==> src/rtl/tes_pkg.sv <==
package tes_pkg;

  localparam int unsigned TES_AW = 7;

  typedef enum logic [1:0] {
    JUST_NONE = 2'b00,
    JUST_POS  = 2'b01,
    JUST_NEG  = 2'b10
  } just_e;

  typedef enum logic [1:0] {
    MAP_ASYNC    = 2'b00,
    MAP_BITSYNC  = 2'b01,
    MAP_BYTESYNC = 2'b10,
    MAP_SPARE    = 2'b11
  } map_mode_e;

  // built-in threshold pairs for the direct and the looped-back source
  localparam logic [TES_AW-1:0] THR_HI_DIRECT = 7'h28;
  localparam logic [TES_AW-1:0] THR_LO_DIRECT = 7'h27;
  localparam logic [TES_AW-1:0] THR_HI_LOOP   = 7'h05;
  localparam logic [TES_AW-1:0] THR_LO_LOOP   = 7'h04;

endpackage

==> src/rtl/tes_store.sv <==
module tes_store #(
  parameter int unsigned AW = tes_pkg::TES_AW
) (
  input  logic          clk,
  input  logic          rst_n,
  input  logic          recentre,
  input  logic          wr_en,
  input  logic          wr_bit,
  input  logic          rd_en,
  output logic          rd_bit,
  output logic [AW-1:0] fill,
  output logic          ovf_pulse
);

  localparam int unsigned DEPTH = 1 << AW;
  localparam logic [AW-1:0] HALF_L = AW'(DEPTH / 2);
  localparam logic [AW-1:0] FULL_L = AW'(DEPTH - 1);
  localparam logic [AW-1:0] ONE_L  = AW'(1);

  logic [DEPTH-1:0] mem_q;
  logic [AW-1:0]    wptr_q, wptr_d;
  logic [AW-1:0]    rptr_q, rptr_d;
  logic             rd_q, rd_d;
  logic             wr_ok, rd_ok, rd_take;

  assign fill = wptr_q - rptr_q;

  // next-state logic
  always_comb begin
    wr_ok     = wr_en && !recentre && (fill != FULL_L);
    rd_take   = rd_en && !recentre;
    rd_ok     = rd_take && (fill != '0);
    ovf_pulse = wr_en && !recentre && (fill == FULL_L);
    wptr_d    = wr_ok ? (wptr_q + ONE_L) : wptr_q;
    if (recentre)   rptr_d = wptr_q - HALF_L;
    else if (rd_ok) rptr_d = rptr_q + ONE_L;
    else            rptr_d = rptr_q;
    if (rd_ok)        rd_d = mem_q[rptr_q];
    else if (rd_take) rd_d = 1'b0;
    else              rd_d = rd_q;
  end

  // pointer and output registers
  always_ff @(posedge clk or negedge rst_n) begin
    if (!rst_n) begin
      wptr_q <= '0;
      rptr_q <= HALF_L;
      rd_q   <= 1'b0;
    end else begin
      wptr_q <= wptr_d;
      rptr_q <= rptr_d;
      rd_q   <= rd_d;
    end
  end

  // data array: one enabled flop per entry, no reset
  for (genvar g = 0; g < DEPTH; g++) begin : g_cell
    always_ff @(posedge clk) begin
      if (wr_ok && (wptr_q == AW'(g))) mem_q[g] <= wr_bit;
    end
  end

  assign rd_bit = rd_q;

  p_full_drop_r3: assert property (@(posedge clk) disable iff (!rst_n)
    (wr_en && !recentre && fill == FULL_L) |=> (wptr_q == $past(wptr_q)));

  p_recentre_half_r11: assert property (@(posedge clk) disable iff (!rst_n)
    recentre |=> (fill == HALF_L));

  p_empty_read_zero_r12: assert property (@(posedge clk) disable iff (!rst_n)
    (rd_en && !recentre && fill == '0) |=> (!rd_bit && rptr_q == $past(rptr_q)));

endmodule

==> src/rtl/tes_just.sv <==
module tes_just
  import tes_pkg::*;
#(
  parameter int unsigned AW = tes_pkg::TES_AW
) (
  input  logic          clk,
  input  logic          rst_n,
  input  logic          just_opp,
  input  logic [1:0]    map_mode,
  input  logic          loopback,
  input  logic          thr_prog,
  input  logic [AW-1:0] hi_thr,
  input  logic [AW-1:0] lo_thr,
  input  logic [AW-1:0] fill,
  output just_e         code
);

  logic [AW-1:0] hi_sel, lo_sel;
  just_e         code_q, code_d;
  logic          stuff_on;

  always_comb begin
    if (thr_prog) begin
      hi_sel = hi_thr;
      lo_sel = lo_thr;
    end else if (loopback) begin
      hi_sel = AW'(THR_HI_LOOP);
      lo_sel = AW'(THR_LO_LOOP);
    end else begin
      hi_sel = AW'(THR_HI_DIRECT);
      lo_sel = AW'(THR_LO_DIRECT);
    end
    stuff_on = (map_mode != MAP_BYTESYNC);
    if (!stuff_on)            code_d = JUST_NONE;
    else if (fill >= hi_sel)  code_d = JUST_NEG;
    else if (fill <= lo_sel)  code_d = JUST_POS;
    else                      code_d = JUST_NONE;
  end

  always_ff @(posedge clk or negedge rst_n) begin
    if (!rst_n)        code_q <= JUST_NONE;
    else if (just_opp) code_q <= code_d;
  end

  assign code = code_q;

  p_hold_between_r9: assert property (@(posedge clk) disable iff (!rst_n)
    !just_opp |=> $stable(code_q));

  p_bytesync_none_r10: assert property (@(posedge clk) disable iff (!rst_n)
    (just_opp && map_mode == MAP_BYTESYNC) |=> (code_q == JUST_NONE));

endmodule

==> src/rtl/tes_irq.sv <==
module tes_irq (
  input  logic clk,
  input  logic rst_n,
  input  logic ovf_pulse,
  input  logic clr,
  input  logic mask,
  output logic event_o,
  output logic irq
);

  logic event_q, event_d;

  always_comb begin
    if (ovf_pulse) event_d = 1'b1;
    else if (clr)  event_d = 1'b0;
    else           event_d = event_q;
  end

  always_ff @(posedge clk or negedge rst_n) begin
    if (!rst_n) event_q <= 1'b0;
    else        event_q <= event_d;
  end

  assign event_o = event_q;
  assign irq     = event_q & ~mask;

  p_sticky_r4: assert property (@(posedge clk) disable iff (!rst_n)
    (event_q && !clr) |=> event_q);

  p_set_wins_r4: assert property (@(posedge clk) disable iff (!rst_n)
    ovf_pulse |=> event_q);

endmodule

==> src/rtl/tes_elastic_store.sv <==
module tes_elastic_store
  import tes_pkg::*;
#(
  parameter int unsigned AW = tes_pkg::TES_AW
) (
  input  logic          clk,
  input  logic          rst_n,
  input  logic          recentre,
  input  logic          wr_en,
  input  logic          wr_bit,
  input  logic          rd_en,
  output logic          rd_bit,
  input  logic          just_opp,
  input  logic [1:0]    map_mode,
  input  logic          loopback,
  input  logic          thr_prog,
  input  logic [AW-1:0] hi_thr,
  input  logic [AW-1:0] lo_thr,
  output logic [1:0]    just_code,
  input  logic          ovf_clr,
  input  logic          ovf_mask,
  output logic          ovf_event,
  output logic          irq
);

  logic [AW-1:0] fill;
  logic          ovf_pulse;
  just_e         code;

  tes_store #(.AW(AW)) u_store (
    .clk       (clk),
    .rst_n     (rst_n),
    .recentre  (recentre),
    .wr_en     (wr_en),
    .wr_bit    (wr_bit),
    .rd_en     (rd_en),
    .rd_bit    (rd_bit),
    .fill      (fill),
    .ovf_pulse (ovf_pulse)
  );

  tes_just #(.AW(AW)) u_just (
    .clk      (clk),
    .rst_n    (rst_n),
    .just_opp (just_opp),
    .map_mode (map_mode),
    .loopback (loopback),
    .thr_prog (thr_prog),
    .hi_thr   (hi_thr),
    .lo_thr   (lo_thr),
    .fill     (fill),
    .code     (code)
  );

  tes_irq u_irq (
    .clk       (clk),
    .rst_n     (rst_n),
    .ovf_pulse (ovf_pulse),
    .clr       (ovf_clr),
    .mask      (ovf_mask),
    .event_o   (ovf_event),
    .irq       (irq)
  );

  assign just_code = code;

  p_irq_follows_ovf_r5: assert property (@(posedge clk) disable iff (!rst_n)
    (ovf_pulse && !ovf_mask) |=> (irq || ovf_mask));

endmodule

==> config.mk <==
export PLATFORM = sky130hd
export DESIGN_NAME = tes_elastic_store
export DESIGN_NICKNAME = d
export VERILOG_FILES = /design/src/rtl/tes_pkg.sv /design/src/rtl/tes_store.sv /design/src/rtl/tes_just.sv /design/src/rtl/tes_irq.sv /design/src/rtl/tes_elastic_store.sv
export SDC_FILE = /design/constraint.sdc
export NUM_CORES = 1
export LEC_CHECK = 0
export ABC_AREA = 1
export BUFFER_PORTS_ARGS = -buffer_cell sky130_fd_sc_hd__buf_2
export CAP_MARGIN = 25
export CORE_ASPECT_RATIO = 0.8
export CORE_UTILIZATION = 55
export DETAILED_ROUTE_END_ITERATION = 10
export PLACE_DENSITY = 0.75
export SLEW_MARGIN = 0
export SYNTH_ARGS = -nofsm -noshare
export SYNTH_HDL_FRONTEND = slang
export SYNTH_SLANG_ARGS = --single-unit
==> constraint.sdc <==
create_clock -name clk -period 3.6 [get_ports clk]
set_input_delay 0.54 -clock clk [delete_from_list [all_inputs] [get_ports clk]]
set_output_delay 0.54 -clock clk [all_outputs]
set_load 0.01 [all_outputs]
# [After elaboration in Yosys (flattened, before gate mapping)]
# Cells that the tools add are included.
[word_totals] regBits=146 in_bits=27 elab_cells=426
[classes] add_sub_neg=4 magnitude_cmp=3 eq_ne=130 muxes=15 bitwise=2 n_reduce_logical=139
[ops] cell="7-bit equality test (second input constant)" count=65
[ops] cell="7-bit by 6-bit equality test with 1-bit output (second input constant)" count=32
[ops] cell="1-bit logical AND" count=133
[ops] cell="7-bit by 5-bit equality test with 1-bit output (second input constant)" count=16
[ops] cell="7-bit by 4-bit equality test with 1-bit output (second input constant)" count=8
[ops] cell="7-bit by 3-bit equality test with 1-bit output (second input constant)" count=4
[ops] cell="7-bit 2-to-1 mux" count=4
[ops] cell="7-bit by 1-bit adder with 7-bit output (second input constant)" count=2
[ops] cell="7-bit by 2-bit equality test with 1-bit output (second input constant)" count=2
[ops] cell="6-bit 2-to-1 mux" count=2
[ops] cell="7-bit by 8-bit < comparator with 1-bit output (second input constant)" count=1
[ops] cell="1-bit binary-select mux with 7-bit select" count=1
[ops] cell="7-bit by 1-bit equality test with 1-bit output (second input constant)" count=1
[ops] cell="7-bit greater-or-equal comparator" count=1
[ops] cell="7-bit <= comparator" count=1
[ops] cell="7-bit zero test" count=1
[ops] cell="7-bit inequality test (second input constant)" count=1
[ops] cell="7-bit nonzero test" count=1
[ops] cell="7-bit subtractor" count=1
[ops] cell="7-bit subtractor (second input constant)" count=1
[ops] cell="1-bit 2-to-1 mux" count=6
[ops] cell="2-bit nonzero test" count=3
[ops] cell="2-bit 2-to-1 mux" count=2
[ops] cell="2-bit inequality test (second input constant)" count=1
[ops] cell="other kinds (3)" count=3

# [Logic depth before layout (Yosys ltp)]
# Gate-level depths: netlist (run 1).
[depth] ltp_word=6 depth_mapped=18

# [Hierarchy]
# From an unflattened synthesis (run 1), not the netlist that was laid out.
[unflattened] cells_unflattened=945 area_unflattened_um2=8091.5
[modules_own_cells] module="tes_store" n_inst=1 cells_each=855 area_each_um2=7529.7 seq_area_each_um2=4220.3
[modules_own_cells] module="tes_just" n_inst=1 cells_each=83 area_each_um2=511.7 seq_area_each_um2=50.0
[modules_own_cells] module="tes_irq" n_inst=1 cells_each=7 area_each_um2=50.0 seq_area_each_um2=25.0

# [Worst setup path after synthesis (run 1)]
# Ideal clock, no wire load.
[synth_timing] path_type="register to register" start="register u_store.rptr_q[1]" end="register u_store.mem_q[51] (enable)" setup_ps=258 t_arrival_ps=2562 t_required_ps=3342 slack_ps=780 path_stages_with_launch=16 path_buffers=3 path_cell_list="dfrtp_1 -> clkbuf_1 -> clkinv_1 -> clkbuf_1 -> fa_1 -> nand3_1 -> nand2_1 -> xor2_1 -> nand2_1 -> nor2_1 -> nand3b_2 -> nand2_4 -> inv_6 -> buf_12 -> nand2_8 -> nor2_2"
[synth_via] elab_chain_cells=4
[synth_rtl] element="start: declaration" line="tes_store.sv:22" text="logic [AW-1:0] rptr_q, rptr_d;"
[synth_rtl] element="start signal: assignment" line="tes_store.sv:51" text="rptr_q <= rptr_d;"
[synth_rtl] element="7-bit subtractor" line="tes_store.sv:26" text="assign fill = wptr_q - rptr_q;"
[synth_rtl] element="7-bit inequality test" line="tes_store.sv:30" text="wr_ok = wr_en && !recentre && (fill != FULL_L);"
[synth_rtl] element="1-bit logical AND" line="tes_store.sv:30"
[synth_rtl] element="1-bit logical AND" line="tes_store.sv:59" text="if (wr_ok && (wptr_q == AW'(g))) mem_q[g] <= wr_bit;"
[synth_rtl] element="end signal: indexed assignment" line="tes_store.sv:59"
[synth_rtl] element="end: declaration" line="tes_store.sv:20" text="logic [DEPTH-1:0] mem_q;"
# Every way passes these cells.
# A chain may end at the register's enable or synchronous reset.

# [Final worst setup path (run 1)]
[layout_timing] start="register u_store.wptr_q[0]" end="register u_store.mem_q[125] (enable)"
[layout_via] elab_chain_cells=4
[layout_rtl] element="start: declaration" line="tes_store.sv:21" text="logic [AW-1:0] wptr_q, wptr_d;"
[layout_rtl] element="start signal: assignment" line="tes_store.sv:50" text="wptr_q <= wptr_d;"
[layout_rtl] element="7-bit subtractor" line="tes_store.sv:26"
[layout_rtl] element="7-bit inequality test" line="tes_store.sv:30"
[layout_rtl] element="1-bit logical AND" line="tes_store.sv:30"
[layout_rtl] element="1-bit logical AND *" line="tes_store.sv:59"
# Every way passes the cells marked *; elsewhere a longest branch is shown, timed or not.

==> flow_results.org, run 1 <==
** Clocking
- For this design, the sink count on the clock tree is 146.
- For this design, the CTS-stage hold fixing added 0 buffers.
- Counting along the longest clock path gives a buffer depth of 2.
- CTS H-tree lvls :: 4
- Clock Pin Slew Worst Setup and Hold Paths :: 0.06 ns
- Gates resized during post-CTS repair numbered 0.
- TritonCTS created 17 clock buffers.
- TritonCTS built the clock tree.
- At the later pin of the worst-skew pair, clock insertion delay measures 0.42 ns.
- CTS root buffer :: clkbuf_16
- Post-CTS repair timing setup buffer count :: 0

** Synth
- The synthesized netlist contains 32 unique library cells.
- Mapped cell area :: 7790 um2
- When the netlist entered floorplanning its net count stood at 897.
- Counting flops with an async set or reset pin after synthesis yields a share of 12.3%.
- Yosys printed 0 warnings.
- Sequential cell area fraction in the yosys report :: 55.1%
- The largest total area in the synthesized netlist belongs to edfxtp_1.
- Dominant register cell in the synthesized netlist :: edfxtp_1
- Count of flip-flops with a built-in enable after synthesis :: 128
- Synth Instances :: 848
- Synth area leaders :: edfxtp_1 (49%), nand2_1 (11%), nand3_1 (9.5%), dfrtp_1 (5.5%), nor2_1 (4.9%)
- #FFs+latches synth :: 146
- Share of Yosys cell area claimed by the top area cell type :: 49.3%
- Syn_area_per_cell :: 9.19 um2

** Run
- The tool flagged a number of max-cap violations equal to 0.

** Setup path
- CP Cell Sequence :: inv_1 -> ha_1 -> inv_1 -> fa_1 -> nand3_1 -> nand2_1 -> xor2_1 -> nand2_1 -> nor2_1 -> nand3b_2 -> nand2_4 -> inv_6 -> nand3_1 -> nor2_1
- Worst R2R Setup Slack :: 0.25 ns
- The critical path crosses 14 cells after its start point.
- The number of cells on the worst reg-to-reg path is 14.
- Data on the critical path is required at its endpoint by 3.72 ns.
- Worst R2R Start :: u_store.wptr_q[0]
- Number of buffer and inverter instances along the worst setup path :: 3
- The worst setup path is of the register to register kind.
- The worst register-to-register path ends at u_store.mem_q[125].
- CP endpoint kind :: register
- The largest single stage delay on the critical path is 0.49 ns.
- The worst setup path is launched from a register.
- Max Fanout on Critical Path :: 25
- Slowest cell on crit path :: fa_1
- Crit path max-delay family :: simple AND/OR/NAND/NOR gates
- Data on the critical path arrives at its endpoint at 3.47 ns.

** Placement
- Hpwl dp :: 11,800 um
- GPL Wtd Cong :: 0.993
- After detailed placement, the design holds a cell count of 1,031.
- Port Buffers :: 31

** Global routing
- The first global-routing pass estimated 29,200 um of wire.
- Total congestion overflow after global routing :: 0
- Global routing used 27.1% of the available tracks.
- Pin count of the biggest net entering global routing :: 109
- The number of antenna violations at the first check in global routing was 0.
- Number of global-route vias before repair :: 5,521

** Die
- Measured along the x axis, the die boundary spans 135 um.
- Top-Level Pins :: 32
- Starting density of the core :: 56.9%
- Core footprint :: 13,700 um2
- Site Rows :: 38
- Full die area :: 14,700 um2
- Vertical extent of the die :: 108 um

** STA
- For the finished layout, the period the worst path requires is 3.35 ns.
- Final setup violating endpoints :: 0
- Worst rel slew slack :: 30.0%
- For the pin with the worst max-slew slack, the measured transition is 1.05 ns.
- Final hold vios :: 0
- RSZ-0062 raised after global routing :: false
- Final Max Tran Viols :: 0
- The worst path uses 93.1% of the clock period.
- Across the routed clock network, the largest skew measured is 0.00952 ns.
- After routing, the total negative slack on setup checks comes to 0 ns.
- Max Clk Rate :: 0.298 GHz

** Detailed routing
- Dividing the detail-routed wire length by the instance count gives 17.5 um.
- Via count :: 5,992
- DR DRC count :: 0
- Post-DR vias/cell :: 5.64
- Final ANT Viol Nets :: 0
- Violation count after the first detailed-routing iteration :: 548
- Iteration count of the initial detailed-routing pass :: 5
- The final layout contains routed wiring with a total length of 18,600 um.

** Power
- Proportion of total power due to net switching :: 41.9%
- Sequential cells account for 29.6% of the total power.
- Of the total power, combinational logic draws 43.7%.
- Switching Power :: 2.90 mW
- In this run the static leakage power is 3.33 nW.
- Pwr/cell area :: 794 nW/um2
- P_int :: 4.02 mW
- Share of power burned in the clock network :: 26.7%
- Worst ir drop on vdd :: 0.438 mV

** Final layout
- After the last flow step, the layout net total stands at 920.
- The number of antenna diodes in the final layout is 0.
- From synthesis to final layout, the design area changed by 11.7%.
- Number of cells in the finished layout apart from fillers :: 1,063
- Of the cells placed in the final design, the portion with a size suffix greater than 1 is 16.0%.
- Filler cells :: 1,172
- Measured on the finished design, the core utilization comes to 63.6%.

** Hold path
- Worst hold-check path type :: input port to async pin

** Status
- Result of the run :: complete, no violations
[metrics by stage]
step	area [um2]	power [mW]	hold slack [ns]	setup WS (ns)
floorplan	7790	4.21	0.244	0.780
global placement	8080	4.97	0.460	0.382
detailed placement	8080	5.01	0.471	0.258
CTS	8690	6.86	0.0703	0.261
global route	8700	7.35	0.0857	0.0178
finish	8700	6.91	0.0665	0.249
[logic make-up (layout without fill, tap and decap cells)]
kind of cell    after synthesis  after routing  synth area share [%]
fa+ha+maj                    22             22                  3.63
buf+inv                      86            121                  4.61
simple gates                552            552                  33.4
xor+xnor                     11             11                  1.24
flops                       146            146                  55.1
compound gates               31             31                  2.01
[synth_stat cells, types with 2 or more instances]
master	number
buf_2	5
nand2_8	10
nor2_1	102
nor2_2	50
xor2_1	11
nand4_1	8
dfrtp_1	17
o21ai_1	3
o21ai_0	14
ha_1	21
inv_1	42
clkinv_1	4
nand3_1	148
nand2_4	2
a21oi_1	13
nand2_2	2
nand2_1	224
nor3_1	3
clkbuf_1	23
edfxtp_1	128
buf_1	7
[how the worst max path moves through the flow]
stage	startpoint	endpoint	slack, ns
3_3_place_gp	u_store.wptr_q[0]	u_store.mem_q[93]	0.38
4_1_cts	u_store.wptr_q[0]	u_store.mem_q[125]	0.26
5_1_grt	u_store.wptr_q[0]	u_store.mem_q[77]	0.02
6_report	u_store.wptr_q[0]	u_store.mem_q[125]	0.25
3_5_place_dp	u_store.wptr_q[0]	u_store.mem_q[125]	0.26
2_1_floorplan	u_store.rptr_q[1]	u_store.mem_q[51]	0.78
[metal layers]
layer | wire [um] | track usage (%)
met4 | 290 | 8.75
met5 | 0 | 0
met3 | 1250 | 5.53
met2 | 8500 | 41.6
met1 | 8570 | 38.7
[power by group through the flow]
stage	logic [mW]	registers [mW]	clock network (mW)
final	3.02	2.05	1.84
after global routing	3.37	2.06	1.92
after CTS	2.97	2.04	1.85
after detailed placement	2.94	2.07	0
after global placement	2.90	2.07	0
after floorplan	2.15	2.05	0
[worst reg2reg max path, stage by stage, from the launching register on]
cell	delay (ns)
dfrtp_1	0.43
inv_1	0.16
ha_1	0.16
inv_1	0.07
fa_1	0.49
nand3_1	0.09
nand2_1	0.06
xor2_1	0.19
nand2_1	0.09
nor2_1	0.05
nand3b_2	0.10
nand2_4	0.10
inv_6	0.37
nand3_1	0.44
nor2_1	0.25
[final cells by class]
type / count / area [um2] / share of cell area [%]
Tap cell: 180 / 225 / 2.59
Inverter: 48 / 185 / 2.13
Sequential cell: 146 / 4300 / 49.4
Multi-Input combinational cell: 616 / 3140 / 36.1
Timing Repair Buffer: 42 / 244 / 2.80
Clock inverter: 13 / 184 / 2.11
Clock buffer: 18 / 429 / 4.93
[state kept, by name, indices dropped and copies added, names as in the netlist]
name and cells:
u_irq.event_o 1, u_just.code 2, u_store.mem_q 128, u_store.rd_bit 1
u_store.rptr_q 7, u_store.wptr_q 7
[cell usage in the layout (no fill, tap or decap), types with 2 or more instances in the layout]
master,n
dfrtp_1,16
nor2_1,102
inv_1,41
xor2_1,11
ha_1,21
buf_2,30
clkinv_1,6
nand2_4,2
nor2_2,50
nor3_1,3
buf_4,11
a21oi_1,13
o21ai_0,14
nand3_1,148
bufinv_16,4
clkbuf_16,17
nand4_1,8
edfxtp_1,128
inv_6,4
nand2_1,224
inv_2,2
clkinv_4,2
nand2_8,10
nand2_2,2
o21ai_1,3
(Power assumes the default switching activity.)
==> inputs of run 2 (changes only) <==
Settings changed: CELL_PAD_IN_SITES_DETAIL_PLACEMENT set to 1, CELL_PAD_IN_SITES_GLOBAL_PLACEMENT set to 1, CORE_UTILIZATION 55 to 48, PLACE_DENSITY 0.75 to 0.83.
==> run 2 against run 1 <==
Compared with the run above:
- non-clock buffer count is 1 higher
- power is 6.6% higher
- setup slack worse by 0.060 ns
- global-route usage is 2.4 points higher
- die area is 14% higher
- sequential cell count stayed put
- fmax is 1.8% lower
- hold slack better by 0.0030 ns
- clock skew is 0.0036 ns higher
- final cell count is 3.5% higher
- sequential share of layout area is 0.88 points lower
- critical path type unchanged
==> flow_results.org, run 2 (synthesized netlist as in run 1, its figures left out) <==
** Die
- Width of the chip :: 144 um (+6.9%)
- Site Rows :: 41 (+7.9%)
- The initial core utilization was 49.3% (-7.6 points).
- The die height was 116 um (+6.9%).
- The overall die area was 16,800 um2 (+14%).
- Core footprint :: 15,800 um2 (+15%)
- Top-Level Pins :: 32 (unchanged)

** Setup path
- Category of the worst setup path launch point :: register
- The arrival time of the worst setup path came to 3.53 ns (+0.06 ns).
- The startpoint identified for the worst register-to-register timing path is u_store.wptr_q[0].
- By startpoint and endpoint, the worst setup path is classified as register to register.
- The data required time of the critical path is 3.72 ns (about the same).
- The count of cells along the worst register-to-register path is 14 (unchanged).
- The reg2reg setup slack was 0.19 ns (-0.06 ns).
- The top fanout value on the critical path is 25 (unchanged).
- CP endpoint kind :: register
- Critical path destination :: u_store.mem_q[108]
- Worst r2r dst :: u_store.mem_q[108]
- Worst Setup SP :: u_store.wptr_q[0]

** Final layout
- Largest register FFs :: 128 (unchanged)
- The layout filler cell count was 1,821 (+55%).
- In the final layout, the registers with the most flip-flops are u_store.mem_q x128, u_store.rptr_q x7, u_store.wptr_q x7.
- The layout cell share with drive strength beyond 1 is 16.2% (+0.19 points).
- Final core utilization :: 56.1% (-7.5 points)
- The top cell types in the final layout, fill and taps aside, are nand2_1 (224), nand3_1 (148), edfxtp_1 (128), nor2_1 (102), nor2_2 (50).
- Count of antenna diodes in the layout :: 0 (unchanged)
- Final layout net count :: 921 (+0.11%)
- Ranked by flip-flop count, first place goes to u_store.mem_q.
- Area overhead of the layout relative to synthesis :: 13.7%
- Leading cell type in the layout, fill and taps excluded :: nand2_1
- The cell area after layout was 8860 um2 (+1.8%).

** Power
- The total power draw came to 7.37 mW (+6.6%).
- P_int :: 4.25 mW (+5.8%)
- Pwr/cell area :: 831 nW/um2 (+4.7%)
- The switching power total came to 3.12 mW (+7.7%).
- The maximum ir drop on the vdd rail came to 0.395 mV (-9.7%).
- The switching share of total power is 42.3% (+0.42 points).
- Part of the total power dissipated in combinational logic :: 44.3% (+0.6 points)
- Portion of total power attributed to sequential cells :: 27.9% (-1.7 points)
- Share of power burned in the clock network :: 27.8% (+1.1 points)
- The leakage power total was 3.38 nW (+1.6%).

** Clocking
- Total CTS buffers :: 17 (unchanged)
- CTS tree :: yes
- CTS H-tree lvls :: 4 (unchanged)
- Maximum buffer depth of the clock tree :: 2 (unchanged)
- Total of hold buffers inserted after clock tree synthesis :: 0 (unchanged)
- The worst-skew pair later-pin latency is 0.43 ns (about the same).
- The clock sink count came to 146 (unchanged).
- The clock transition time at the flip-flop clock pins of the worst setup and hold paths came to 0.06 ns (about the same).
- The tree is rooted in a clkbuf_16.

** STA
- The setup clock skew after layout is 0.0131 ns (+0.00362 ns).
- Worst rel slew slack :: 26.9% (-3.1 points)
- Final setup violating endpoints :: 0 (unchanged)
- The transition at the pin with the smallest max-transition slack was 1.09 ns (+0.0467 ns).
- Final hold vios :: 0 (unchanged)
- The smallest setup slack after layout is 0.189 ns (-0.0597 ns).
- Min Clock Period, post-route :: 3.41 ns (+0.0597 ns)
- Post-route clock period utilization :: 94.7% (+1.7 points)
- Setup repair after global routing could not meet its margin everywhere.
- Max Clk Rate :: 0.293 GHz (-1.8%)
- The total count of max-transition violations in the final report is 0 (unchanged).

** Detailed routing
- Post-DR vias/cell :: 5.69 (+0.99%)
- Violation count after the first detailed-routing iteration :: 505 (-7.8%)
- The detailed-router iteration count before antenna repair is 5 (unchanged).
- Average detailed-routed wire length per instance :: 21.1 um (+20%)
- Final ANT Viol Nets :: 0 (unchanged)
- DR DRC count :: 0 (unchanged)
- The total vias in the final route was 6,262 (+4.5%).
- The total length of routed wires was 23,200 um (+24%).

** Hold path
- Worst hold-check path type :: input port to async pin

** Global routing
- Pin count of the biggest net entering global routing :: 129 (+18%)
- The overall global routing resource usage was 29.5% (+2.4 points).
- Total congestion overflow after global routing :: 0 (unchanged)
- First-pass GRT wire length :: 35,700 um (+22%)
- The number of antenna violations at the first check in global routing was 0 (unchanged).
- The via count of the first global-routing pass is 6,376 (+15%).

** Placement
- The placed wire-length estimate came to 15,000 um (+27%).
- GPL Wtd Cong :: 0.948 (-4.5%)
- The post-place setup slack is 0.230 ns (-0.0283 ns).
- Port Buffers :: 31 (unchanged)
- Cell Area, Placed :: 8140 um2 (+0.73%)

** Status
- The run finished with clean final reports.

** Run
- The number of max-cap violations came to 0 (unchanged).
[run 2: cell count changes in the layout (fill, tap and decap cells not counted), sizes merged]
cell / previous run / this run
buf: 42 / 43
inv: 47 / 44
bufinv: 4 / 6
clkbuf: 18 / 22
clkinv: 9 / 7
[run 2: metrics by stage]
step	TNS, ns	std cells	hold slack [ns]
6_report	0	1100	0.0696
5_1_grt	-0.0780	1100	0.0902
4_1_cts	0	1097	0.0716
3_5_place_dp	0	1065	0.473
3_3_place_gp	0	1065	0.463
2_1_floorplan	0	848	0.244
[run 2: layout make-up]
cell class / instances / area [um2] / share of cell area [%]
inverters: 48 / 185 / 2.09
multi-input cells: 616 / 3140 / 35.4
repair buffers: 43 / 293 / 3.30
flip-flops and latches: 146 / 4300 / 48.5
clock inverters: 10 / 205 / 2.32
clock buffers: 22 / 474 / 5.35
well taps: 215 / 269 / 3.04
[run 2: power groups by stage]
stage	clock network, mW	registers (mW)	logic (mW)
2_1_floorplan	0	2.05	2.15
3_3_place_gp	0	2.07	2.99
3_5_place_dp	0	2.08	3.15
4_1_cts	2.06	2.05	3.19
5_1_grt	2.12	2.06	3.60
6_report	2.05	2.06	3.26
[run 2: what timing repair did]
item | CTS | global route
setup buffers | 0 | 0
resized for setup | 0 | 0
endpoints found under the setup margin | 0 | 4
endpoints found under the hold margin | 0 | 0
[run 2: worst min path at each step]
stage	start	depth (start not counted)	end
after floorplan	rst_n	0	u_irq.event_o
after global placement	u_just.code[1]	2	u_just.code[1]
after detailed placement	u_just.code[1]	2	u_just.code[1]
after CTS	rst_n	1	u_just.code[0]
after global routing	rst_n	1	u_just.code[0]
final	rst_n	1	u_irq.event_o
[run 2: routing by layer]
metal	global-route usage, %	wire length (um)
met5	0	0
met4	9.75	393
met3	6.28	1530
met2	48.8	11300
met1	38.7	9920
[run 2: worst max-delay path: stages, from the launching register on]
cell and delay (ns):
dfrtp_1 0.44, inv_1 0.16, ha_1 0.18, inv_1 0.08, fa_1 0.48, nand3_1 0.09, nand2_1 0.07, xor2_1 0.20
nand2_1 0.11, nor2_1 0.05, nand3b_2 0.13, nand2_4 0.10, inv_6 0.39, nand3_1 0.39, nor2_1 0.24
